`src/rtl/ring_xbar_pkg.sv`:
```
package ring_xbar_pkg;
  localparam int NODES = 4;
  localparam int IDX_W = 2;
  localparam int LINKS = 2 * NODES;

  typedef logic [IDX_W-1:0] node_t;

  typedef enum logic [1:0] {
    PH_GATHER,
    PH_ALLOC,
    PH_XFER,
    PH_CONFIRM
  } phase_t;

  // clockwise hop count from src to dst
  function automatic node_t cw_hops(node_t src, node_t dst);
    return node_t'(dst - src);
  endfunction

  // links used: [NODES-1:0] clockwise leaving node n,
  // [LINKS-1:NODES] counter-clockwise arriving at node n from n+1
  function automatic logic [LINKS-1:0] path_links(node_t src, node_t dst);
    logic [LINKS-1:0] m;
    m = '0;
    case (cw_hops(src, dst))
      2'd1: m[src] = 1'b1;
      2'd2: begin
        m[src] = 1'b1;
        m[node_t'(src + 2'd1)] = 1'b1;
      end
      2'd3: m[NODES + int'(node_t'(src - 2'd1))] = 1'b1;
      default: m = '0;
    endcase
    return m;
  endfunction
endpackage

```
`src/rtl/rxb_hdr_hold.sv`:
```
module rxb_hdr_hold
  import ring_xbar_pkg::*;
(
  input  logic                   clk,
  input  logic                   rst_n,
  input  logic [NODES-1:0]       hdr_valid,
  input  logic [NODES*IDX_W-1:0] hdr_dest,
  input  logic [NODES-1:0]       release_mask,
  output logic [NODES-1:0]       pend,
  output logic [NODES*IDX_W-1:0] dest_q,
  output logic [NODES-1:0]       hdr_ready
);
  for (genvar n = 0; n < NODES; n++) begin : g_port
    always_ff @(posedge clk) begin
      if (!rst_n) begin
        pend[n] <= 1'b0;
        dest_q[n*IDX_W +: IDX_W] <= '0;
      end else if (release_mask[n]) begin
        pend[n] <= 1'b0;
      end else if (hdr_valid[n] && !pend[n]) begin
        pend[n] <= 1'b1;
        dest_q[n*IDX_W +: IDX_W] <= hdr_dest[n*IDX_W +: IDX_W];
      end
    end
    assign hdr_ready[n] = ~pend[n];
  end
endmodule

```
`src/rtl/rxb_alloc.sv`:
```
module rxb_alloc
  import ring_xbar_pkg::*;
(
  input  logic [NODES-1:0]       pend,
  input  logic [NODES*IDX_W-1:0] dest,
  input  node_t                  token,
  output logic [NODES-1:0]       gnt,
  output logic [NODES-1:0]       ovld,
  output logic [NODES*IDX_W-1:0] osrc
);
  node_t            cand;
  node_t            tgt;
  logic [LINKS-1:0] need;
  logic [LINKS-1:0] link_busy;

  always_comb begin
    gnt       = '0;
    ovld      = '0;
    osrc      = '0;
    link_busy = '0;
    cand      = token;
    tgt       = '0;
    need      = '0;
    for (int k = 0; k < NODES; k++) begin
      cand = node_t'(token + node_t'(k));
      tgt  = dest[cand*IDX_W +: IDX_W];
      need = path_links(cand, tgt);
      if (pend[cand] && !ovld[tgt] && ((need & link_busy) == '0)) begin
        gnt[cand]                 = 1'b1;
        ovld[tgt]                 = 1'b1;
        osrc[tgt*IDX_W +: IDX_W]  = cand;
        link_busy                 = link_busy | need;
      end
    end
  end
endmodule

```
`src/rtl/rxb_round_ctl.sv`:
```
module rxb_round_ctl
  import ring_xbar_pkg::*;
#(
  parameter int BEATS = 4
) (
  input  logic   clk,
  input  logic   rst_n,
  output phase_t phase,
  output node_t  token
);
  localparam int BW = (BEATS > 1) ? $clog2(BEATS) : 1;
  localparam logic [BW-1:0] LAST = BW'(BEATS - 1);

  logic [BW-1:0] beat;

  always_ff @(posedge clk) begin
    if (!rst_n) begin
      phase <= PH_GATHER;
      beat  <= '0;
      token <= '0;
    end else begin
      case (phase)
        PH_GATHER: phase <= PH_ALLOC;
        PH_ALLOC: begin
          phase <= PH_XFER;
          beat  <= '0;
        end
        PH_XFER: begin
          if (beat == LAST) phase <= PH_CONFIRM;
          else beat <= beat + 1'b1;
        end
        default: begin
          token <= token + 2'd1;
          phase <= PH_GATHER;
        end
      endcase
    end
  end
endmodule

```
`src/rtl/ring_xbar_sched.sv`:
```
module ring_xbar_sched
  import ring_xbar_pkg::*;
#(
  parameter int DW    = 8,
  parameter int BEATS = 4
) (
  input  logic                   clk,
  input  logic                   rst_n,
  input  logic [NODES-1:0]       hdr_valid,
  input  logic [NODES*IDX_W-1:0] hdr_dest,
  output logic [NODES-1:0]       hdr_ready,
  input  logic [NODES*DW-1:0]    in_data,
  output logic [NODES-1:0]       grant,
  output logic [NODES-1:0]       out_valid,
  output logic [NODES*DW-1:0]    out_data,
  output logic [IDX_W-1:0]       token,
  output logic                   round_done
);
  phase_t                 phase;
  logic                   alloc_evt;
  logic                   xfer_evt;
  logic [NODES-1:0]       pend;
  logic [NODES*IDX_W-1:0] dest_q;
  logic [NODES-1:0]       gnt_nxt;
  logic [NODES-1:0]       ovld_nxt;
  logic [NODES*IDX_W-1:0] osrc_nxt;
  logic [NODES-1:0]       gnt_q;
  logic [NODES-1:0]       ovld_q;
  logic [NODES*IDX_W-1:0] osrc_q;
  logic [NODES-1:0]       release_mask;

  rxb_round_ctl #(.BEATS(BEATS)) u_ctl (
    .clk(clk), .rst_n(rst_n), .phase(phase), .token(token)
  );

  assign alloc_evt    = (phase == PH_ALLOC);
  assign xfer_evt     = (phase == PH_XFER);
  assign round_done   = (phase == PH_CONFIRM);
  assign release_mask = gnt_q & {NODES{round_done}};

  rxb_hdr_hold u_hold (
    .clk(clk), .rst_n(rst_n), .hdr_valid(hdr_valid), .hdr_dest(hdr_dest),
    .release_mask(release_mask), .pend(pend), .dest_q(dest_q),
    .hdr_ready(hdr_ready)
  );

  rxb_alloc u_alloc (
    .pend(pend), .dest(dest_q), .token(token),
    .gnt(gnt_nxt), .ovld(ovld_nxt), .osrc(osrc_nxt)
  );

  always_ff @(posedge clk) begin
    if (!rst_n) begin
      gnt_q  <= '0;
      ovld_q <= '0;
      osrc_q <= '0;
    end else if (alloc_evt) begin
      gnt_q  <= gnt_nxt;
      ovld_q <= ovld_nxt;
      osrc_q <= osrc_nxt;
    end else if (round_done) begin
      gnt_q  <= '0;
      ovld_q <= '0;
    end
  end

  assign grant     = gnt_q & {NODES{xfer_evt}};
  assign out_valid = ovld_q & {NODES{xfer_evt}};

  for (genvar o = 0; o < NODES; o++) begin : g_lane
    node_t sel;
    assign sel = osrc_q[o*IDX_W +: IDX_W];
    assign out_data[o*DW +: DW] = out_valid[o] ? in_data[sel*DW +: DW] : '0;
  end
endmodule

```
`config.mk`:
```
export PLATFORM = sky130hd
export DESIGN_NAME = ring_xbar_sched
export DESIGN_NICKNAME = d
export VERILOG_FILES = /design/src/rtl/ring_xbar_pkg.sv /design/src/rtl/rxb_hdr_hold.sv /design/src/rtl/rxb_alloc.sv /design/src/rtl/rxb_round_ctl.sv /design/src/rtl/ring_xbar_sched.sv
export SDC_FILE = /design/constraint.sdc
export NUM_CORES = 1
export LEC_CHECK = 0
export ABC_AREA = 1
export BUFFER_PORTS_ARGS = -buffer_cell sky130_fd_sc_hd__buf_2
export CORE_ASPECT_RATIO = 1.1
export CORE_MARGIN = 5
export CORE_UTILIZATION = 60
export DETAILED_ROUTE_END_ITERATION = 8
export GPL_TIMING_DRIVEN = 0
export PLACE_DENSITY_LB_ADDON = 0.2
export SETUP_SLACK_MARGIN = 0.2
export SLEW_MARGIN = 20
export SYNTH_ARGS = -nofsm -noshare
export SYNTH_HDL_FRONTEND = slang
export SYNTH_SLANG_ARGS = --single-unit
```
`constraint.sdc`:
```
create_clock -name clk -period 6.95 [get_ports clk]
set_input_delay 1.39 -clock clk [delete_from_list [all_inputs] [get_ports clk]]
set_output_delay 1.39 -clock clk [all_outputs]
set_load 0.02 [all_outputs]
```
# --- Word level (Yosys, flattened, before mapping) ---
# Cells that the tools add are included.
classes:
  mux: 87
  magnitude_cmp: 34
  addsub: 23
  n_bitwise: 28
  eq_ne: 18
  reduce_logical: 54
  n_shift: 16
op_table:
  columns: ["operator", "n"]
  rows:
  - ["3-bit negation with 34-bit output", 4]
  - ["2-bit by 34-bit variable shift with 8-bit output, first input constant", 4]
  - ["2-bit by 34-bit variable part select with 8-bit output", 4]
  - ["32-bit by 1-bit >= comparator with 1-bit output, second input constant", 4]
  - ["32-bit by 5-bit less-than comparator with 1-bit output, second input constant", 4]
  - ["32-bit by 6-bit variable part select with 8-bit output", 4]
  - ["8-bit one-hot mux with 3 select lines", 4]
  - ["8-bit two-way mux", 11]
  - ["4-bit two-way mux", 11]
  - ["4-bit bitwise OR", 10]
  - ["8-bit bitwise AND", 4]
  - ["8-bit by 4-bit variable part select with 2-bit output", 4]
  - ["1-bit demux with 2-bit select", 15]
  - ["1-bit logical AND", 30]
  - ["2-bit by 4-bit less-than comparator with 1-bit output, second input constant", 7]
  - ["1-bit two-way mux", 27]
  - ["8-bit bitwise mux", 3]
  - ["8-bit logical NOT", 3]
  - ["2-bit by 3-bit less-than comparator with 1-bit output, second input constant", 8]
  - ["2-bit == test, second input constant", 11]
  - ["2-bit by 1-bit >= comparator with 1-bit output, second input constant", 11]
  - ["3-bit by 2-bit adder with 4-bit output, first input constant", 4]
  - ["1-bit binary-select mux with 2-bit select", 8]
  - ["8-bit bitwise OR", 2]
  - ["other kinds (19)", 63]
word_totals:
  in_bits: 46
  ff_bits: 34
  output_inout_bits: 47
  elab_cells: 274

# --- Depth between registers and ports, before layout ---
depth:
  ltp_word: 25
  depth_mapped: 39
  mapped_depth_nobuf: 34

# --- Modules after synthesis ---
# Synthesis repeated with hierarchy kept, for this count alone.
unflattened:
  cells_unflattened: 1054
  hier_area_um2: 5999.5
by_module_without_submodules:
  columns: ["module", "cells_each", "seq_area_each_um2", "instances", "area_each_um2"]
  rows:
  - ["rxb_alloc", 566, 0.0, 1, 3184.3]
  - ["ring_xbar_sched", 365, 320.3, 1, 1918.1]
  - ["rxb_hdr_hold", 74, 240.2, 1, 553.0]
  - ["rxb_round_ctl", 49, 120.1, 1, 344.1]

# --- Worst setup path after synthesis ---
# OpenSTA, ideal clock, no wires.
synth_timing:
  path_kind: "register -> register"
  from: "register u_ctl.token[0]"
  to: "register gnt_q[0]"
  path_stages_with_launch: 37
  synth_period_minus_slack_ps: 4484
  setup_ps: 132
  t_arrival_ps: 4352
  required_ps: 6818
  path_buffers: 6
  slack_ps: 2466
  cell_sequence: "dfxtp_1 -> buf_6 -> buf_6 -> buf_2 -> nand2_1 -> o21ai_1 -> nor2_1 -> a21oi_1 -> inv_1 -> ha_1 -> inv_1 -> nand3_1 -> nand2_2 -> nand2_1 -> nand2_1 -> o21ai_1 -> nor2_2 -> nor2_4 -> buf_6 -> nand3_1 -> nand2_1 -> nand2_1 -> nand2_1 -> nor2_1 -> nand2_1 -> nor2_2 -> buf_6 -> nand2_1 -> nand3_1 -> nand3_1 -> nand3_4 -> inv_4 -> buf_6 -> nand3_1 -> nand2_1 -> nand2_1 -> a21oi_1"
synth_between:
  elab_chain_cells: 25
  word_cells_on_any_way: 179
  classes_between: "18 x add/sub; 32 x order compare; 12 x eq/ne; 4 x shift; 67 x mux; 14 x bitwise; 32 x reduce/logical"
synth_rtl:
  columns: ["element", "line", "text"]
  rows:
  - ["from (decl)", "rxb_round_ctl.sv:9", "output node_t token"]
  - ["from (signal assigned)", "rxb_round_ctl.sv:33", "token <= token + 2'd1;"]
  - ["2-bit by 1-bit adder with 2-bit output (tied with other cells)", "ring_xbar_pkg.sv:29, rxb_alloc.sv:25", null]
  - ["2-bit by 1-bit subtractor with 2-bit output (tied with other cells)", "ring_xbar_pkg.sv:31", "2'd3: m[NODES + int'(node_t'(src - 2'd1))] = 1'b1;"]
  - ["3-bit by 2-bit adder with 4-bit output (tied with other cells)", "ring_xbar_pkg.sv:31", null]
  - ["32-bit by 1-bit >= comparator with 1-bit output (not written as such) (tied with other cells)", "ring_xbar_pkg.sv:31", null]
  - ["1-bit logical AND (not written as such) (tied with other cells)", "ring_xbar_pkg.sv:31", null]
  - ["1-bit two-way mux (not written as such) (tied with other cells)", "ring_xbar_pkg.sv:31", null]
  - ["1-bit demux with 3-bit select (tied with other cells)", null, null]
  - ["8-bit one-hot mux with 3 select lines (tied with other cells)", "ring_xbar_pkg.sv:25", "case (cw_hops(src, dst))"]
  - ["(+7 left out)", null, null]
  - ["1-bit logical AND (2 in a row)", "rxb_alloc.sv:28", "if (pend[cand] && !ovld[tgt] && ((need & link_busy) == '0)) begin"]
  - ["4-bit two-way mux", "rxb_alloc.sv:28", null]
  - ["1-bit binary-select mux with 2-bit select", "rxb_alloc.sv:28", null]
  - ["1-bit two-way mux (not written as such)", "rxb_alloc.sv:28", null]
  - ["1-bit logical NOT", "rxb_alloc.sv:28", null]
  - ["1-bit logical AND (2 in a row)", "rxb_alloc.sv:28", null]
  - ["4-bit two-way mux *", "rxb_alloc.sv:28", null]
  - ["4-bit two-way mux *", "ring_xbar_sched.sv:57", "end else if (alloc_evt) begin"]
  - ["to (signal assigned)", "ring_xbar_sched.sv:58", "gnt_q <= gnt_nxt;"]
  - ["to (decl)", "ring_xbar_sched.sv:27", "logic [NODES-1:0] gnt_q;"]
# Every way passes the cells marked *; elsewhere a longest branch is shown, timed or not. The select of a mux whose other input is x is not followed.
# A chain may end at the register's enable or synchronous reset.

# --- Worst setup path after layout ---
# Same ends and word-level chain as after synthesis.

==> flow_summary.toml <==
[clock_tree]
cts_root_buf = "clkbuf_8"
cts_resized = 0
cts.sink_count = 34
insertion_delay_ps = 300
cts_buffers = 5
clockBufferDepth = 2
cts_tree = "yes"
postCtsHoldBufs = 0
post_cts_buffers = 0
h-tree-depth = 2
clk_pin_slew_worst_paths_ps = 80

[placement]
dp_slack_ps = 1420
portBuffers = 92
hpwl_mm = 13.7
gp_congestion = 1.00

[floorplan]
core_sq_mm = 0.00883
initial_utilization_pct = 60.9
die_y_microns = 109
fp.dieW_microns = 100
dieArea_sq_mm = 0.0110
ioPinCount = 93
row_count = 36

[critical_path]
crit_start = "u_ctl.token[0]"
crit_slowest_cell = "dfxtp_1"
timing.rr.end = "gnt_q[0]"
rrSetupSlack_ps = 1290
start_kind = "flip-flop"
cp.required_ps = 7180
path_class = "flip-flop to flip-flop"
reg2regPathDepth = 33
cp_max_fo = 10
max_stage_delay_ps = 600
worstReg2RegStart = "u_ctl.token[0]"
crit_path_frequent_cell = "nand3_1"
critPathBufInv = 8
critPathCaptureType = "flip-flop"
arrival_ps = 5890
crit_family = "simple AND/OR/NAND/NOR gates"

[sta]
setup_tns_ps = 0
tightest_slew_ps = 800
min_period_ps = 5660
max_freq_mhz = 177
finalHoldViolCount = 0
setup_viol = 0
finalWorstSetupSlack_ps = 1290
maxSlewViolCount = 0
fin_crit_sh_pct = 81.4
finClkSkew_ps = 4.65
slew_headroom_pct = 46.3
grt_setup_unrepaired = "false"

[layout]
num_antenna_cells = 0
fillers = 869
fin_nets = 1121
utilization_pct = 68.8
area_growth_syn_to_layout_pct = 13.0
layout_common_cells = "nand2_1 (247), inv_1 (112), buf_2 (98), a21oi_1 (98), nand3_1 (88)"
mostFrequentLayoutCell = "nand2_1"
multiInputGateArea_sq_mm = 0.00400
regArea_sq_um = 681
drive_gt1_share_pct = 15.6

[global_route]
grt_use_total_pct = 31.6
antenna_found_initial = 0
grt_max_degree = 16
first_global_vias = 5959
grt_overflow = 0
grt_first_pass_wirelength_mm = 28.1

[drt]
drt-met1-wl_mm = 7.04
firstDrtPassIters = 6
topRoutingLayerUsed = "met4"
final_antenna_net_count = 0
wl_met3_mm = 1.83
wirelength_mm = 17.6
drt-initial-drc-count = 592
wire_per_inst_microns = 15.4
via_count = 6665
drc = 0
wl_met2_mm = 7.91
viasPerCell = 5.84

[worst_hold_path]
worst_hold_path.endpoint = "ovld_q[3]"
hp-class = "flip-flop to flip-flop"
min_from = "ovld_q[3]"
hold_depth = 2

[synth]
yosys_register_bits = 34
syn_nets = 1022
yosys.cell_types.count = 40
syn_inst = 927
seq_area_frac_synth_pct = 12.7
yosysWarnings = 0
syn_area_per_cell_sq_um = 5.80
synthesis.area_sq_mm = 0.00537

[pwr]
power.leakage_nw = 3.00
power_density_mw_per_mm2 = 308
vdd_drop_max_v = 0.000181

[outcome]
status = "complete, no violations"

[job]
cap_violations = 0
[power breakdown]
| group | total, W | switching, W | internal (W) | leakage [nW] |
|---|---|---|---|---|
| logic | 0.00144 | 0.000993 | 0.000449 | 2.67 |
| clock network | 0.000164 | 0.0000839 | 0.0000797 | 0.0472 |
| registers | 0.000264 | 0.0000343 | 0.000230 | 0.279 |
[Yosys cell counts (all sizes together)]
cell type,instances,area [sq um]
clkinv,1,3.75
o21ai,85,455
o32ai,1,8.76
nor4,2,12.5
nand3b,1,7.51
buf,16,139
o221ai,1,8.76
nor2,58,243
mux2i,2,20.0
clkbuf,23,86.3
xnor2,3,26.3
nor3,9,45.0
o211a,4,40.0
dfxtp,34,681
a221oi,3,26.3
ha,49,613
nand4,17,106
or2,3,18.8
o211ai,32,240
nand2,259,1020
o22ai,6,37.5
nand3,99,573
inv,120,460
a21oi,99,499
[flip-flops by register name, summed over array words and instances (netlist names)]
register / cells
u_hold.pend: 4
u_hold.dest_q: 8
u_ctl.phase: 2
u_ctl.beat: 2
osrc_q: 8
ovld_q: 4
u_ctl.token: 2
gnt_q: 4
[logic make-up (layout without fill, tap and decap cells)]
family / count (synthesis) / in the layout / synth area share (%)
multiplexers: 2 / 2 / 0.373
flip-flops: 34 / 34 / 12.7
XOR/XNOR: 3 / 3 / 0.489
AND/OR/NAND/NOR: 448 / 448 / 37.7
adder cells (fa/ha/maj): 49 / 49 / 11.4
AO/OA/AOI/OAI: 231 / 231 / 24.5
buffers and inverters: 160 / 260 / 12.8
[worst max path at each step]
stage	to	slack, ps	cells past startpoint
6_report	gnt_q[0]	1290	33
2_1_floorplan	gnt_q[0]	2470	36
3_3_place_gp	gnt_q[0]	1480	35
5_1_grt	osrc_q[0]	860	33
4_1_cts	gnt_q[0]	1380	33
3_5_place_dp	gnt_q[0]	1420	33
[layer usage]
metal  vias to the layer above  global-route usage [%]
li1                       3288                       -
met1                      2871                    40.7
met2                       427                    52.0
met3                        79                    3.77
met4                         0                    15.3
met5                         -                       0
[through the flow]
step / area [sq um] / hold slack [ps] / cells / total power, W
floorplan: 5370 / 433 / 927 / 0.00134
global placement: 5980 / 455 / 1133 / 0.00164
detailed placement: 5980 / 457 / 1133 / 0.00167
CTS: 6070 / 470 / 1141 / 0.00183
global route: 6070 / 497 / 1141 / 0.00204
finish: 6070 / 468 / 1141 / 0.00187
[final cells by class]
type / instances / area share [%]
flip-flops and latches: 34 / 11.2
well taps: 114 / 2.35
clock inverters: 2 / 0.206
inverters: 121 / 7.64
multi-input cells: 733 / 65.9
plain buffers: 39 / 3.71
repair buffers: 92 / 7.58
clock buffers: 6 / 1.36
[worst register-to-register path: cells and delay by family, from the launching register on]
family,cells,cell delay (ps)
fa+ha+maj,1,310
buf+inv,8,1490
flops,1,600
compound gates,3,950
simple gates,21,2270
Note: power is estimated with default switching activity, not from simulation.
